==> src/rtl/bec_pkg.sv <==
// Shared types and code values for the bus error classifier.
// Assumes the symbol decoder uses the 3-bit encoding below.
package bec_pkg;
    typedef enum logic [2:0] {
        SYM_SOF = 3'd0,
        SYM_BIT = 3'd1,
        SYM_EOD = 3'd2,
        SYM_EOF = 3'd3,
        SYM_BRK = 3'd4,
        SYM_INV = 3'd5
    } sym_e;

    typedef enum logic [1:0] {
        RX_HUNT  = 2'd0,   // waiting for start of frame
        RX_FRAME = 2'd1,   // inside a frame
        RX_QUIET = 2'd2    // waiting for a passive bus
    } rx_state_e;

    localparam int         CODE_W    = 8;
    localparam logic [7:0] CODE_LOA  = 8'h14;
    localparam logic [7:0] CODE_CRC  = 8'h18;
    localparam logic [7:0] CODE_SYM  = 8'h1C;
    localparam logic [7:0] CRC_GOOD  = 8'hC4;
endpackage

==> src/rtl/bec_crc.sv <==
// Serial CRC register, MSB first. init presets it; shift folds in one bit.
// Assumes init and shift are never high together.
module bec_crc #(
    parameter int             W    = 8,
    parameter logic [W-1:0]   POLY = 8'h1D,
    parameter logic [W-1:0]   SEED = 8'hFF
) (
    input  logic         clk,
    input  logic         rst_n,
    input  logic         init,
    input  logic         shift,
    input  logic         din,
    output logic [W-1:0] crc
);
    logic fb;
    assign fb = crc[W-1] ^ din;

    // Preset, shift, or hold the residue.
    always_ff @(posedge clk) begin
        if (!rst_n)     crc <= SEED;
        else if (init)  crc <= SEED;
        else if (shift) crc <= {crc[W-2:0], 1'b0} ^ (fb ? POLY : '0);
    end
endmodule

==> src/rtl/bec_vector.sv <==
// Pending-flag stack with fixed priority: index 0 wins. A read clears
// only the flag on show; a raise in the same cycle wins over the clear.
module bec_vector #(
    parameter int                     NSRC   = 3,
    parameter int                     W      = 8,
    parameter logic [NSRC*W-1:0]      CODES  = {8'h1C, 8'h18, 8'h14}
) (
    input  logic            clk,
    input  logic            rst_n,
    input  logic [NSRC-1:0] raise,
    input  logic            rd,
    output logic [W-1:0]    code,
    output logic            irq
);
    logic [NSRC-1:0] pend;
    logic [NSRC-1:0] show;

    // Pick the highest-priority pending flag and its code.
    always_comb begin
        show = '0;
        code = '0;
        for (int i = NSRC - 1; i >= 0; i--) begin
            if (pend[i]) begin
                show = '0;
                show[i] = 1'b1;
                code = CODES[i*W +: W];
            end
        end
    end

    assign irq = |pend;

    // Set on raise, clear the shown flag on read.
    always_ff @(posedge clk) begin
        if (!rst_n) pend <= '0;
        else        pend <= raise | (pend & ~(show & {NSRC{rd}}));
    end

    AST_IDLE_ZERO: assert property (@(posedge clk) disable iff (!rst_n)
        !irq |-> code == '0);
    AST_TOP_FIRST: assert property (@(posedge clk) disable iff (!rst_n)
        pend[0] |-> code == CODES[W-1:0]);

    for (genvar g = 0; g < NSRC; g++) begin : g_chk
        AST_POP_CLEARS: assert property (@(posedge clk) disable iff (!rst_n)
            (rd && show[g] && !raise[g]) |=> !pend[g]);
        AST_KEEP_HIDDEN: assert property (@(posedge clk) disable iff (!rst_n)
            (pend[g] && !show[g]) |=> pend[g]);
    end
endmodule

==> src/rtl/bus_err_classifier.sv <==
// Receive error classifier for a byte-oriented serial link. Tracks frame
// state from decoded symbols, checks the CRC residue, raises vector codes,
// and gates transmit starts on the bus level. Assumes at most one symbol
// per cycle and a power-of-two byte width.
module bus_err_classifier #(
    parameter int BYTE_W = 8
) (
    input  logic       clk,
    input  logic       rst_n,
    input  logic       sym_valid,
    input  logic [2:0] sym_kind,
    input  logic       rx_bit,
    input  logic       bus_active,
    input  logic       tx_active,
    input  logic       tx_req,
    input  logic       tx_sof,
    input  logic       tx_eod_slot,
    input  logic       vec_rd,
    output logic [7:0] vec_code,
    output logic       irq,
    output logic       tx_permit,
    output logic       tx_abort
);
    import bec_pkg::*;

    localparam int POS_W = $clog2(BYTE_W);

    rx_state_e        st, st_nx;
    sym_e             kind;
    logic [POS_W-1:0] pos;
    logic [7:0]       crc;
    logic             crc_init, crc_shift;
    logic             r_loa, r_crc, r_sym;
    logic             tx_pend;
    logic             stuck_low;

    assign kind      = sym_e'(sym_kind);
    assign stuck_low = tx_sof && !bus_active;

    bec_crc #(.W(8), .POLY(8'h1D), .SEED(8'hFF)) u_crc (
        .clk(clk), .rst_n(rst_n), .init(crc_init), .shift(crc_shift),
        .din(rx_bit), .crc(crc)
    );

    // Frame tracking and error raising from the current symbol.
    always_comb begin
        st_nx     = st;
        crc_init  = 1'b0;
        crc_shift = 1'b0;
        r_loa     = 1'b0;
        r_crc     = 1'b0;
        r_sym     = (tx_eod_slot && bus_active) || stuck_low;
        if (sym_valid && kind == SYM_BRK) begin
            r_sym = 1'b1;
            st_nx = RX_QUIET;
        end else begin
            case (st)
                RX_HUNT: if (sym_valid && kind == SYM_SOF) begin
                    crc_init = 1'b1;
                    st_nx    = RX_FRAME;
                end
                RX_FRAME: if (sym_valid) begin
                    case (kind)
                        SYM_BIT: crc_shift = 1'b1;
                        SYM_EOD, SYM_EOF: begin
                            if (pos != '0) begin
                                r_sym = 1'b1;
                                st_nx = RX_QUIET;
                            end else begin
                                r_crc = (kind == SYM_EOD) && (crc != CRC_GOOD);
                                st_nx = RX_HUNT;
                            end
                        end
                        default: begin
                            r_sym = 1'b1;
                            r_loa = tx_active;
                            st_nx = RX_QUIET;
                        end
                    endcase
                end
                default: if (!bus_active && !sym_valid) st_nx = RX_HUNT;
            endcase
        end
    end

    // State and bit position within the current byte.
    always_ff @(posedge clk) begin
        if (!rst_n) begin
            st  <= RX_HUNT;
            pos <= '0;
        end else begin
            st <= st_nx;
            if (crc_init)       pos <= '0;
            else if (crc_shift) pos <= pos + 1'b1;
        end
    end

    // Transmit command hold and abort pulse.
    always_ff @(posedge clk) begin
        if (!rst_n) begin
            tx_pend  <= 1'b0;
            tx_abort <= 1'b0;
        end else begin
            tx_pend  <= (tx_pend || tx_req) && !tx_sof;
            tx_abort <= stuck_low;
        end
    end

    assign tx_permit = tx_pend && !bus_active;

    bec_vector #(.NSRC(3), .W(CODE_W), .CODES({CODE_SYM, CODE_CRC, CODE_LOA})) u_vec (
        .clk(clk), .rst_n(rst_n), .raise({r_sym, r_crc, r_loa}),
        .rd(vec_rd), .code(vec_code), .irq(irq)
    );

    AST_QUIET_HOLDS: assert property (@(posedge clk) disable iff (!rst_n)
        (st == RX_QUIET && bus_active) |=> st != RX_FRAME);
    AST_CRC_FLAGGED: assert property (@(posedge clk) disable iff (!rst_n)
        (st == RX_FRAME && sym_valid && kind == SYM_EOD && pos == '0 && crc != CRC_GOOD)
        |=> irq);
    AST_ABORT_FLAGS: assert property (@(posedge clk) disable iff (!rst_n)
        tx_abort |-> (irq && !tx_permit));
    AST_LOA_WITH_SYM: assert property (@(posedge clk) disable iff (!rst_n)
        r_loa |-> r_sym);
endmodule

==> config.mk <==
export PLATFORM = sky130hd
export DESIGN_NAME = bus_err_classifier
export DESIGN_NICKNAME = d
export VERILOG_FILES = /design/src/rtl/bec_pkg.sv /design/src/rtl/bec_crc.sv /design/src/rtl/bec_vector.sv /design/src/rtl/bus_err_classifier.sv
export SDC_FILE = /design/constraint.sdc
export NUM_CORES = 1
export LEC_CHECK = 0
export BUFFER_PORTS_ARGS = -buffer_cell sky130_fd_sc_hd__buf_4
export CAP_MARGIN = 20
export CORE_UTILIZATION = 35
export CTS_CLUSTER_DIAMETER = 50
export CTS_CLUSTER_SIZE = 14
export DETAILED_ROUTE_END_ITERATION = 7
export PLACE_DENSITY = 0.58
export SYNTH_ARGS = -nofsm -noshare
export SYNTH_HDL_FRONTEND = slang
export SYNTH_SLANG_ARGS = --single-unit
==> constraint.sdc <==
create_clock -name clk -period 3 [get_ports clk]
set_input_delay 0.3 -clock clk [delete_from_list [all_inputs] [get_ports clk]]
set_output_delay 0.3 -clock clk [all_outputs]
set_load 0.02 [all_outputs]
# Word level (Yosys, flattened, before mapping)
# Cells that the tools add are included.
# word_totals
reg_bits	18
latch_bits	0
ram_bits	0
romBits	0
output_inout_bits	11
word_cells	87
memories	0
# op_classes
addsub	1
multipliers	0
n_div	0
order_cmp	0
eq_ne	12
shifts	0
n_mux	35
n_bitwise	7
reduce_logical	25
# ops
op	n
$mux W1	20
$mux W5	4
$mux W2	5
$mux W3	3
$ne A3 B3 Y1 const B	3
$logic_and A1 B1 Y1	8
$ne A8 B8 Y1 const B	1
$pmux W2 S2	2
$reduce_and A4 Y1	2
$xor A8 B8 Y8	1
$and A3 B3 Y3	2
$eq A3 B2 Y1 const B	2
$ne A2 B2 Y1 const B	3
$reduce_bool A3 Y1	2
$reduce_or A2 Y1	3
$reduce_or A3 Y1	2
$reduce_bool A4 Y1	1
$add A3 B1 Y3 const B	1
$eq A3 B1 Y1 const B	1
$eq A3 B3 Y1 const B	1
$logic_not A1 Y1	3
$logic_not A3 Y1	1
$not A3 Y3	1
$or A3 B3 Y3	1
6 further kinds	7

# Longest topological paths before layout
# logic_depth
ltp_word	9
depth_mapped	6
mapped_depth_nobuf	6

# Cells and area by module
# Synthesis repeated with hierarchy kept, for this count alone.
# hier_totals
cells_unflattened	113
hier_area_um2	1027.2
# modules_own_cells
module	n_inst	cells_per_inst	area_each_um2	seq_area_each_um2
bus_err_classifier	1	56	465.4	140.1
bec_crc	1	33	381.6	160.2
bec_vector	1	24	180.2	60.1

# Worst setup path after synthesis
# OpenSTA, ideal clock, no wires.
# synth_path
path_kind	register to register
startpoint	register u_crc.crc[5]
endpoint	register u_vec.pend[1]
arrival_ns	1.265
required_time_ns	2.876
slack_ns	1.610
stages_incl_launch_ff	4
n_path_buf	0
period_less_slack_ns	1.390
path_cell_list	dfxtp_1 -> or4b_2 -> o41ai_1 -> o31ai_1
# synth_between
elab_chain_len	8
# synth_rtl
element	line	text
start: declaration	bec_crc.sv:13	output logic [W-1:0] crc
start signal: assignment	bec_crc.sv:22	else if (shift) crc <= {crc[W-2:0], 1'b0} ^ (fb ? POLY : '0);
$ne A8 B8 Y1	bus_err_classifier.sv:70	r_crc = (kind == SYM_EOD) && (crc != CRC_GOOD);
$logic_and A1 B1 Y1	bus_err_classifier.sv:70	
$mux W1	bus_err_classifier.sv:66	if (pos != '0) begin
$mux W1	bus_err_classifier.sv:63	case (kind)
$mux W1	bus_err_classifier.sv:62	RX_FRAME: if (sym_valid) begin
$mux W1	bus_err_classifier.sv:57	case (st)
$mux W1	bus_err_classifier.sv:53	if (sym_valid && kind == SYM_BRK) begin
$or A3 B3 Y3	bec_vector.sv:36	else pend <= raise | (pend & ~(show & {NSRC{rd}}));
end signal: assignment	bec_vector.sv:36	
end: declaration	bec_vector.sv:15	logic [NSRC-1:0] pend;
# No other way between the ends.
# A chain may end at the register's enable or synchronous reset.

# Worst setup path after layout
# layout_path
startpoint	register st[0]
endpoint	register u_crc.crc[3]
# layout_between
elab_chain_len	4
elab_cells_between_ends	7
# layout_rtl
element	line	text
start: declaration	bus_err_classifier.sv:28	rx_state_e st, st_nx;
start signal: assignment	bus_err_classifier.sv:92	st <= st_nx;
$logic_not A2 Y1	bus_err_classifier.sv:57	
$mux W1	bus_err_classifier.sv:57	
$mux W1	bus_err_classifier.sv:53	
$reduce_or A2 Y1 (no source line)	-	
# Parallel ways exist; a longest one is shown, timed or not.

==> reports/qor.txt <==
Yosys reg bits = 18
# rows = 18
Largest net degree at the start of global routing = 13
Max Cap Violations = 0
Share of cells above drive strength 1 = 0.234
Unrepaired setup endpoints after global routing = false
Max-slew violation count = 0
Max Freq = 636 MHz
Diodes inserted = 0
Final GP Congestion = 0.863
Crit path from = st[0]
FF/Latch Area = 360 um2
First-pass GRT wire length = 2970 um
Post-synthesis cell area = 988 um2
Final Instance Area = 1150 um2
VDD IR max = 0.275 mV
Clk slew on worst S/H paths = 0.11 ns
RR Startpoint = st[0]
Top Ports = 24
Status = completed
Setup crit end kind = flip-flop
Kind of critical path = reg2reg
DRC errors left = 0
# fillers = 254
Multi-input logic area = 563 um2
Layout area overhead = 16.1%
Power, Total = 492 uW
# setup viols final = 0
R2R Path End = u_crc.crc[3]
Post-CTS Hold Buffers = 0
Tcrit/Tclk final = 0.524
Static Leak = 0.519 nW
Syn Area/Cell = 9.24 um2
Layout Skew = 0.00657 ns
R2R depth = 4
CTS Buf Count = 3
Hold Path Class = in2reg
Final Hold Vio Count = 0
Crit path DAT = 1.74 ns
Synth top area share = 0.365
Most frequent cell after synthesis = dfxtp_1
Die area = 3040 um2
Die W = 55.1 um
Area contributors post-synth = dfxtp_1 (36%), mux2i_1 (8.1%), buf_4 (4.6%), nand2_1 (4.2%), nor2_1 (3.4%)
Synth cell count leaders = dfxtp_1 (18), nand2_1 (11), nor2_1 (9)
Clock sinks = 18
Hpwl dp = 1430 um
WL/cell = 11.7 um
Post-synth top area cell = dfxtp_1
Number of global-route vias before repair = 692
CTS Root Cell = clkbuf_4
CTS tree = yes
WHS Endpoint = tx_pend
Total GRT Usage = 0.140
Final nets = 140
Die height = 55.1 um
Period minus WS final = 1.57 ns
Reg-to-reg slack, setup = 1.43 ns
Final WL = 1810 um
Post-CTS Resized = 0
First-pass DRT Iterations = 4
Core area = 2570 um2
Launching element type of the critical path = flip-flop
Setup TNS = 0 ns
Initial Util = 0.385
PwrDens = 428 nW/um2
H-tree lvl count = 1
Via count = 777
EDFF count, synth = 0
Clock Path Buffers = 2
Crit Path Max Fanout = 12
Yosys warnings = 0
Final ANT Viol Nets = 0
Crit path required time = 3.17 ns
Worst-Skew Late Latency = 0.29 ns
Ys flop type = dfxtp_1
1st-iter DRT viols = 9
Post-CTS Setup Bufs = 0
Placed cell area = 1110 um2
Syn Inst Count = 107
Final Hold Slack = 0.172 ns
Register area share after synthesis = 0.365
Gr ovfl total = 0
Number of I/O port buffers = 18
Hold depth = 2
Yosys cell types = 39
HP Start = tx_sof
Async SR Flop Fraction = 0
Initial antenna violation count = 0
Via density per instance = 5.05
## report_power, final
part / switching (mW) / total [mW] / internal (mW)
Combinational: 0.0485 / 0.0908 / 0.0424
Clock: 0.0735 / 0.147 / 0.0738
Sequential: 0.00807 / 0.253 / 0.245
Total: 0.130 / 0.492 / 0.362
## cell families after synthesis
family          after synthesis  synth area share
fa+ha+maj                     2            0.0253
simple gates                 35             0.196
buf+inv                      13            0.0810
other cells                   1           0.00379
xor+xnor                      6            0.0532
mux                           8            0.0810
flops                        18             0.365
compound gates               24             0.195
## critical path, cell delays in order (launching register included)
cell and delay [ns]:
dfxtp_1 0.47, and3b_1 0.32, nand3_2 0.33, a21oi_1 0.25
o21ai_0 0.09
## routing by layer
| layer | GRT usage | up-vias | wire length [um] |
|---|---|---|---|
| met4 | 0.0500 | 0 | 12 |
| met2 | 0.233 | 23 | 812 |
| met5 | 0 | - | 0 |
| met3 | 0.0328 | 2 | 119 |
| li1 | - | 400 | - |
| met1 | 0.174 | 352 | 863 |
## worst max path at each step
stage	slack, ns	end
CTS	1.41	u_crc.crc[3]
floorplan	1.61	u_vec.pend[1]
detailed placement	1.43	u_crc.crc[3]
global placement	1.52	u_crc.crc[3]
finish	1.43	u_crc.crc[3]
global route	1.28	u_crc.crc[3]
## cells in the final DEF, fill, tap and decap left out, types with 2 or more instances in the layout
| cell | Yosys | layout |
|---|---|---|
| a21oi_1 | 5 | 5 |
| a31oi_1 | 2 | 2 |
| and3b_1 | 2 | 2 |
| buf_4 | 6 | 18 |
| clkbuf_4 | 0 | 3 |
| conb_1 | 1 | 5 |
| dfxtp_1 | 18 | 18 |
| ha_1 | 2 | 2 |
| inv_1 | 4 | 4 |
| mux2i_1 | 8 | 8 |
| nand2_1 | 11 | 11 |
| nand2b_1 | 2 | 2 |
| nor2_1 | 9 | 9 |
| o21a_1 | 2 | 2 |
| o21ai_0 | 5 | 5 |
| or3_1 | 2 | 2 |
| xnor2_1 | 3 | 3 |
| xor2_1 | 3 | 3 |
## registers in the layout (all words and copies together) (netlist names)
| signal | count |
|---|---|
| pos | 3 |
| st | 2 |
| u_crc.crc | 8 |
| tx_pend | 1 |
| u_vec.pend | 3 |
| tx_abort | 1 |
## metrics by stage
step / setup WS [ns] / std cells / utilization
3_5_place_dp: 1.43 / 150 / 0.433
2_1_floorplan: 1.61 / 111 / -
4_1_cts: 1.41 / 154 / 0.447
3_3_place_gp: 1.52 / 150 / 0.433
6_report: 1.43 / 154 / 0.447
5_1_grt: 1.28 / 154 / 0.447
## area by class of cell
class,count,area share
tap,30,0.0327
clock buffer,4,0.0316
inverter,4,0.0131
sequential,18,0.314
multi-input combinational,80,0.491
timing repair buffer,18,0.118
No activity file was read; power rests on OpenSTA's default activity.
